--- src/rtl/canlp_pkg.sv ---
package canlp_pkg;
  typedef enum logic [1:0] {
    ST_RUN  = 2'd0,
    ST_PEND = 2'd1,
    ST_LP   = 2'd2,
    ST_WAKE = 2'd3
  } lp_state_e;
endpackage

--- src/rtl/canlp_sync.sv ---
module canlp_sync #(
  parameter int unsigned STAGES = 2
) (
  input  logic clk_i,
  input  logic rst_ni,
  input  logic d_i,
  output logic q_o
);
  generate
    if (STAGES == 0) begin : g_bypass
      assign q_o = d_i;
    end else begin : g_flops
      logic [STAGES-1:0] sr_q;
      always_ff @(posedge clk_i or negedge rst_ni) begin
        if (!rst_ni) sr_q[0] <= 1'b0;
        else         sr_q[0] <= d_i;
      end
      for (genvar i = 1; i < STAGES; i++) begin : g_stage
        always_ff @(posedge clk_i or negedge rst_ni) begin
          if (!rst_ni) sr_q[i] <= 1'b0;
          else         sr_q[i] <= sr_q[i-1];
        end
      end
      assign q_o = sr_q[STAGES-1];
    end
  endgenerate
endmodule

--- src/rtl/canlp_doze_reg.sv ---
module canlp_doze_reg (
  input  logic clk_i,
  input  logic rst_ni,
  input  logic wr_i,
  input  logic wdata_i,
  input  logic wake_clr_i,
  output logic doze_en_o
);
  logic doze_en_q;

  // self-clear on wake beats a concurrent software write
  always_ff @(posedge clk_i or negedge rst_ni) begin
    if (!rst_ni)         doze_en_q <= 1'b0;
    else if (wake_clr_i) doze_en_q <= 1'b0;
    else if (wr_i)       doze_en_q <= wdata_i;
  end

  assign doze_en_o = doze_en_q;

  AST_DOZE_SELF_CLR: assert property (@(posedge clk_i) disable iff (!rst_ni)
    wake_clr_i |=> !doze_en_o);
  AST_DOZE_WR_LOAD: assert property (@(posedge clk_i) disable iff (!rst_ni)
    (wr_i && !wake_clr_i) |=> (doze_en_o == $past(wdata_i)));
endmodule

--- src/rtl/canlp_fsm.sv ---
module canlp_fsm
  import canlp_pkg::*;
(
  input  logic clk_i,
  input  logic rst_ni,
  input  logic disable_req_i,
  input  logic doze_req_i,
  input  logic doze_en_i,
  input  logic self_wake_en_i,
  input  logic bus_act_i,
  input  logic tx_busy_i,
  input  logic rx_busy_i,
  output logic lp_ack_o,
  output logic clk_en_o,
  output logic wake_o,
  output logic wake_clr_o
);
  lp_state_e st_q, st_d;
  logic      wake_q;
  logic      req, idle, hit;

  assign req  = disable_req_i | (doze_req_i & doze_en_i);
  assign idle = ~tx_busy_i & ~rx_busy_i;
  // self wake only applies to a doze-only low-power stay
  assign hit  = (st_q == ST_LP) & self_wake_en_i & bus_act_i & ~disable_req_i;

  always_comb begin
    st_d = st_q;
    unique case (st_q)
      ST_RUN:  if (req) st_d = ST_PEND;
      ST_PEND: begin
        if (!req)      st_d = ST_RUN;
        else if (idle) st_d = ST_LP;
      end
      ST_LP:   if (hit || !req) st_d = ST_WAKE;
      ST_WAKE: st_d = ST_RUN;
      default: st_d = ST_RUN;
    endcase
  end

  always_ff @(posedge clk_i or negedge rst_ni) begin
    if (!rst_ni) begin
      st_q   <= ST_RUN;
      wake_q <= 1'b0;
    end else begin
      st_q   <= st_d;
      wake_q <= hit;
    end
  end

  assign lp_ack_o   = (st_q == ST_LP);
  assign clk_en_o   = (st_q != ST_LP);
  assign wake_o     = wake_q;
  assign wake_clr_o = hit;

  AST_ENTRY_IDLE: assert property (@(posedge clk_i) disable iff (!rst_ni)
    $rose(lp_ack_o) |-> $past(!tx_busy_i && !rx_busy_i));
  AST_ENTRY_REQ: assert property (@(posedge clk_i) disable iff (!rst_ni)
    $rose(lp_ack_o) |-> $past(disable_req_i || (doze_req_i && doze_en_i)));
  AST_PEND_DROP: assert property (@(posedge clk_i) disable iff (!rst_ni)
    (st_q == ST_PEND && !req) |=> !lp_ack_o);
  AST_WAKE_PULSE: assert property (@(posedge clk_i) disable iff (!rst_ni)
    wake_o |=> !wake_o);
  AST_WAKE_FROM_LP: assert property (@(posedge clk_i) disable iff (!rst_ni)
    wake_o |-> (!lp_ack_o && $past(lp_ack_o)));
  AST_NO_WAKE_ON_DIS: assert property (@(posedge clk_i) disable iff (!rst_ni)
    (lp_ack_o && disable_req_i) |=> !wake_o);
endmodule

--- src/rtl/canlp_ctrl.sv ---
module canlp_ctrl #(
  parameter int unsigned SYNC_STAGES = 2
) (
  input  logic clk_i,
  input  logic rst_ni,
  input  logic disable_req_i,
  input  logic doze_req_i,
  input  logic doze_en_wr_i,
  input  logic doze_en_wdata_i,
  input  logic self_wake_en_i,
  input  logic bus_act_i,
  input  logic tx_busy_i,
  input  logic rx_busy_i,
  output logic lp_ack_o,
  output logic clk_en_o,
  output logic wake_o,
  output logic doze_en_o
);
  logic bus_act_s;
  logic wake_clr;

  canlp_sync #(.STAGES(SYNC_STAGES)) u_sync (
    .clk_i  (clk_i),
    .rst_ni (rst_ni),
    .d_i    (bus_act_i),
    .q_o    (bus_act_s)
  );

  canlp_doze_reg u_doze (
    .clk_i      (clk_i),
    .rst_ni     (rst_ni),
    .wr_i       (doze_en_wr_i),
    .wdata_i    (doze_en_wdata_i),
    .wake_clr_i (wake_clr),
    .doze_en_o  (doze_en_o)
  );

  canlp_fsm u_fsm (
    .clk_i          (clk_i),
    .rst_ni         (rst_ni),
    .disable_req_i  (disable_req_i),
    .doze_req_i     (doze_req_i),
    .doze_en_i      (doze_en_o),
    .self_wake_en_i (self_wake_en_i),
    .bus_act_i      (bus_act_s),
    .tx_busy_i      (tx_busy_i),
    .rx_busy_i      (rx_busy_i),
    .lp_ack_o       (lp_ack_o),
    .clk_en_o       (clk_en_o),
    .wake_o         (wake_o),
    .wake_clr_o     (wake_clr)
  );

  AST_GATE_MATCHES_ACK: assert property (@(posedge clk_i) disable iff (!rst_ni)
    clk_en_o != lp_ack_o);
endmodule

--- config.mk ---
export PLATFORM = sky130hd
export DESIGN_NAME = canlp_ctrl
export DESIGN_NICKNAME = d
export VERILOG_FILES = /design/src/rtl/canlp_pkg.sv /design/src/rtl/canlp_sync.sv /design/src/rtl/canlp_doze_reg.sv /design/src/rtl/canlp_fsm.sv /design/src/rtl/canlp_ctrl.sv
export SDC_FILE = /design/constraint.sdc
export NUM_CORES = 1
export LEC_CHECK = 0
export BUFFER_PORTS_ARGS = -buffer_cell sky130_fd_sc_hd__buf_4
export CAP_MARGIN = 20
export CORE_AREA = 4 4 41 43
export CTS_CLUSTER_SIZE = 16
export DETAILED_ROUTE_END_ITERATION = 16
export DIE_AREA = 0 0 45 47
export SYNTH_ARGS = -nofsm -noshare
export SYNTH_HDL_FRONTEND = slang
export SYNTH_HIERARCHICAL = 1
export SYNTH_SLANG_ARGS = --single-unit
--- constraint.sdc ---
create_clock -name clk_i -period 1.5 [get_ports clk_i]
set_clock_uncertainty 0.2 [all_clocks]
set_input_delay 0.225 -clock clk_i [delete_from_list [all_inputs] [get_ports clk_i]]
set_output_delay 0.225 -clock clk_i [all_outputs]
set_load 0.1 [all_outputs]
# --- Word level (Yosys, flattened, before mapping) ---
# Cells that the tools add are included.
word_totals:
  ff_bits: 6
  input_bits: 10
  output_inout_bits: 4
  word_cells: 33
op_classes:
  eq_ne: 7
  muxes: 7
  bitwise_logic: 9
  reduce_logical: 5
ops:
  columns: ["cell", "n"]
  rows:
  - ["2-bit 2-to-1 mux", 4]
  - ["2-bit one-hot mux with 4 select lines", 1]
  - ["1-bit bitwise AND", 5]
  - ["2-bit equality test (second input constant)", 2]
  - ["2-bit by 1-bit inequality test with 1-bit output (second input constant)", 2]
  - ["3-bit inequality test (second input constant)", 1]
  - ["1-bit NOT", 3]
  - ["3-bit AND reduction", 1]
  - ["2-bit by 1-bit equality test with 1-bit output (second input constant)", 1]
  - ["2-bit zero test", 1]
  - ["1-bit 2-to-1 mux", 2]
  - ["2-bit inequality test (second input constant)", 1]
  - ["2-bit nonzero test", 1]
  - ["1-bit zero test", 1]
  - ["1-bit logical OR", 1]
  - ["1-bit bitwise OR", 1]

# --- Longest topological paths before layout ---
logic_depth:
  depth_word: 7
  ltp_mapped: 3

# --- Modules after synthesis ---
# Netlist, hierarchy kept.
by_module_without_submodules:
  columns: ["mod", "instances", "cells_each", "area_per_inst_um2"]
  rows:
  - ["canlp_fsm", 1, 14, 152.6]
  - ["canlp_sync", 1, 2, 50.0]
  - ["canlp_doze_reg", 1, 3, 38.8]

# --- Least setup slack after synthesis ---
# No wires, ideal clock.
synth_timing:
  path_kind: "register to output"
  startpoint: "register u_fsm.st_q[0]"
  endpoint: "output port lp_ack_o"
  t_arrival_ns: 1.582
  slack_ns: -0.507
  path_stages_with_launch: 3
  n_path_buf: 0
  path_cell_list: "dfrtp_1 > nand2b_2 > inv_1"
synth_via:
  elab_chain_cells: 1
synth_rtl:
  columns: ["element", "line", "source"]
  rows:
  - ["start: declaration", "canlp_fsm.sv:18", "lp_state_e st_q, st_d;"]
  - ["start signal: assignment", "canlp_fsm.sv:46", "st_q <= st_d;"]
  - ["2-bit equality test", "canlp_fsm.sv:51", "assign lp_ack_o = (st_q == ST_LP);"]
  - ["end: declaration", "canlp_ctrl.sv:14", "output logic lp_ack_o,"]
# No other way between the ends.

==> impl_metrics.csv <==
group,metric,value,unit
critical_path,worst_r2r_path_depth,4,
global_route,first_global_vias,234,
floorplan,die_area,2120,µm²
clock_network,clock_sink_count,6,
timing,final_worst_path_period_share,96.4,%
place,placement.io_buffers,13,
cells_and_area,nFillCells,148,
place,gp_congestion,0.731,
pwr,internal_power,0.376,mW
pwr,netSwitchingPower,0.186,mW
critical_path,worst-endpoint-arrival,1020,ps
pwr,sequential_power_share,35.0,%
synthesis,syn_nets,29,
place,post-place-cells,47,
clock_network,h-tree-depth,1,
clock_network,cts_buffer_depth,2,
cells_and_area,drive_gt1_share,60.5,%
route,detailroute.via_count,229,
cells_and_area,commonest_non_fill_non_tap_cell_in_the_layout,"sky130_fd_sc_hd__buf_4",
route,drt_first_pass_iters,1,
timing,relSlewSlack,81.6,%
timing,highest_clock_frequency_the_design_can_meet,692,MHz
synthesis,synth-compound-area-share,11.9,%
min_path,holdCritPathClass,"in2reg",
pwr,vdd_ir_drop_max,0.410,mV
timing,report.final.hold_viol_count,0,
global_route,globalRouteOverflowTotal,0,
global_route,grt_antenna_before_repair,0,
cells_and_area,post_layout_nets,54,
cells_and_area,diodes,0,
floorplan,fp.dieH,47,µm
timing,final_period_minus_worst_setup_slack,1450,ps
floorplan,cell_rows,13,
cells_and_area,layout-area-overhead-vs-synth,95.3,%
critical_path,timing.critical_path.fanout_max,3,
pwr,power-per-cell-area,1190,nW/µm²
synthesis,synth_simple_gate_area_share,20.2,%
synthesis,synth_xor_area_share,0,%
min_path,worst_hold_path_stage_count,3,
clock_network,clkSlewWorstSetupHoldPaths,50,ps
timing,setup_violations,0,
synthesis,syn_avg_cell_area,12.7,µm²
synthesis,yosys.cell_types.count,13,
floorplan,core-area,1300,µm²
cells_and_area,seqCellArea,153,µm²
pwr,power.static_leakage,0.226,nW
global_route,grt_first_pass_wirelength,931,µm
critical_path,worst-r2r-setup-slack,260,ps
timing,timing_max_transition_violations_final,0,
synthesis,post_synth_mux_area_share,4.15,%
critical_path,worstPathRequired,1070,ps
route,wl_per_cell,9.97,µm
critical_path,setup.worst_path.class,"reg2out",
global_route,grtUsageTotal,6.61,%
critical_path,endpoint_kind,"output pin",
floorplan,pin_count,14,
pwr,combPwrFrac,37.0,%
critical_path,crit_path_start_kind,"flip-flop",
timing,tightest_slew,278,ps
cells_and_area,multiInputGateArea,92.6,µm²
route,detail_route.wirelength,578,µm
route,detail-route-antenna-nets,0,
clock_network,clock_insertion_delay_worst_skew,240,ps
timing,final.setup.tns,0,ps
clock_network,cts_buffers,3,
floorplan,starting_utilization_of_the_core_area,18.6,%
floorplan,die_w,45,µm
synthesis,synth_top_family_by_area,"simple AND/OR/NAND/NOR gates",
global_route,grt_start_max_net_pins,7,
pwr,switching_fraction,33.1,%
pwr,clkPwrFrac,28.1,%
synthesis,synth-adder-area-share,0,%
route,drt-initial-drc-count,0,
run,maxCapViolCount,0,
status,run_status,"finished clean",
route,drcViolationCount,0,
clock_network,cts_tree,"done",
synthesis,yosys_register_bits,6,
cells_and_area,layout.cells.non_filler,58,
synthesis,synth-seq-area-share,62.2,%
cells_and_area,most-common-layout-cells,"15 x sky130_fd_sc_hd__buf_4, 4 x sky130_fd_sc_hd__dfrtp_1, 3 x sky130_fd_sc_hd__clkbuf_4, 3 x sky130_fd_sc_hd__dlygate4sd3_1",
synthesis,yosys_warnings,6,
clock_network,clock_tree.root_cell,"sky130_fd_sc_hd__clkbuf_4",
synthesis,netlist_instances,19,
synthesis,netlist_area,241,µm²
cells_and_area,postLayoutCoreUtil,36.3,%
route,route.detailed.vias_per_inst,3.95,
-- cells by family (layout without fill, tap and decap cells) --
| logic type | Yosys count | after routing |
|---|---|---|
| simple gates | 7 | 7 |
| flops | 6 | 6 |
| compound gates | 4 | 4 |
| mux | 1 | 1 |
| buf+inv | 1 | 25 |
-- synth_stat cells, drive strengths merged --
master,instances,area share [%]
a21o,1,3.1
dfrtp,6,62
inv,1,1.6
mux2i,1,4.1
nand2,2,3.1
nand2b,1,3.6
nand4,1,2.6
nor2,1,1.6
nor3,1,4.1
nor3b,1,5.2
o211a,1,4.1
o21ai,1,2.1
o22ai,1,2.6
-- power by group through the flow --
stage          Clock (mW)  Sequential (mW)  Combinational, mW
4_1_cts             0.170            0.200              0.173
3_5_place_dp            0            0.201              0.158
2_1_floorplan           0            0.224             0.0880
5_1_grt             0.182            0.200              0.222
6_report            0.158            0.196              0.208
3_3_place_gp            0            0.201              0.157
-- final timing paths --
| kind | start | end |
|---|---|---|
| worst max-delay path | flip-flop | lp_ack_o |
| min in group asynchronous | rst_ni | u_sync/q_o |
| max in group asynchronous | rst_ni | asynchronous set/reset pin |
| worst min-delay path | doze_en_wdata_i | u_doze/doze_en_o |
| worst max register to register | u_fsm/st_q[0] | u_doze/doze_en_o |
| worst min register to register | u_sync/g_flops.sr_q[0] | u_sync/q_o |
-- cell type report --
cell class,count,area share [%]
clock buffer,4,5.57
inverter,1,1.59
multi-input combinational,12,19.6
sequential,6,32.4
tap,15,3.98
timing repair buffer,20,36.9
-- stage by stage --
step                worst slack (ps)  cell area [µm²]  power, mW  hold slack (ps)
floorplan                       -159              251      0.312             -271
global placement                 214              368      0.358             -165
detailed placement               203              368      0.359             -163
CTS                             4.22              437      0.542             17.8
global route                   -4.55              472      0.604             22.5
finish                          54.2              472      0.562             26.7
-- routing by layer --
layer / GRT usage (%) / routed length [µm]
met5: 0 / 0
met4: 7.02 / 0
met3: 2.68 / 84
met2: 8.47 / 260
met1: 7.91 / 232
-- repair_timing --
| action | 4_1_cts | 5_1_grt |
|---|---|---|
| setup buffers | 0 | 4 |
| gates resized for setup | 4 | 1 |
| endpoints found under the hold margin | 8 | 0 |
| endpoints found under the setup margin | 2 | 1 |
| hold buffers | 3 | 0 |
-- worst max-delay path, stage by stage (launching register included) --
cell and delay [ps]:
sky130_fd_sc_hd__dfrtp_2 420, sky130_fd_sc_hd__nand2b_4 100, sky130_fd_sc_hd__clkinvlp_4 90, sky130_fd_sc_hd__buf_12 170
(Power assumes the default switching activity.)
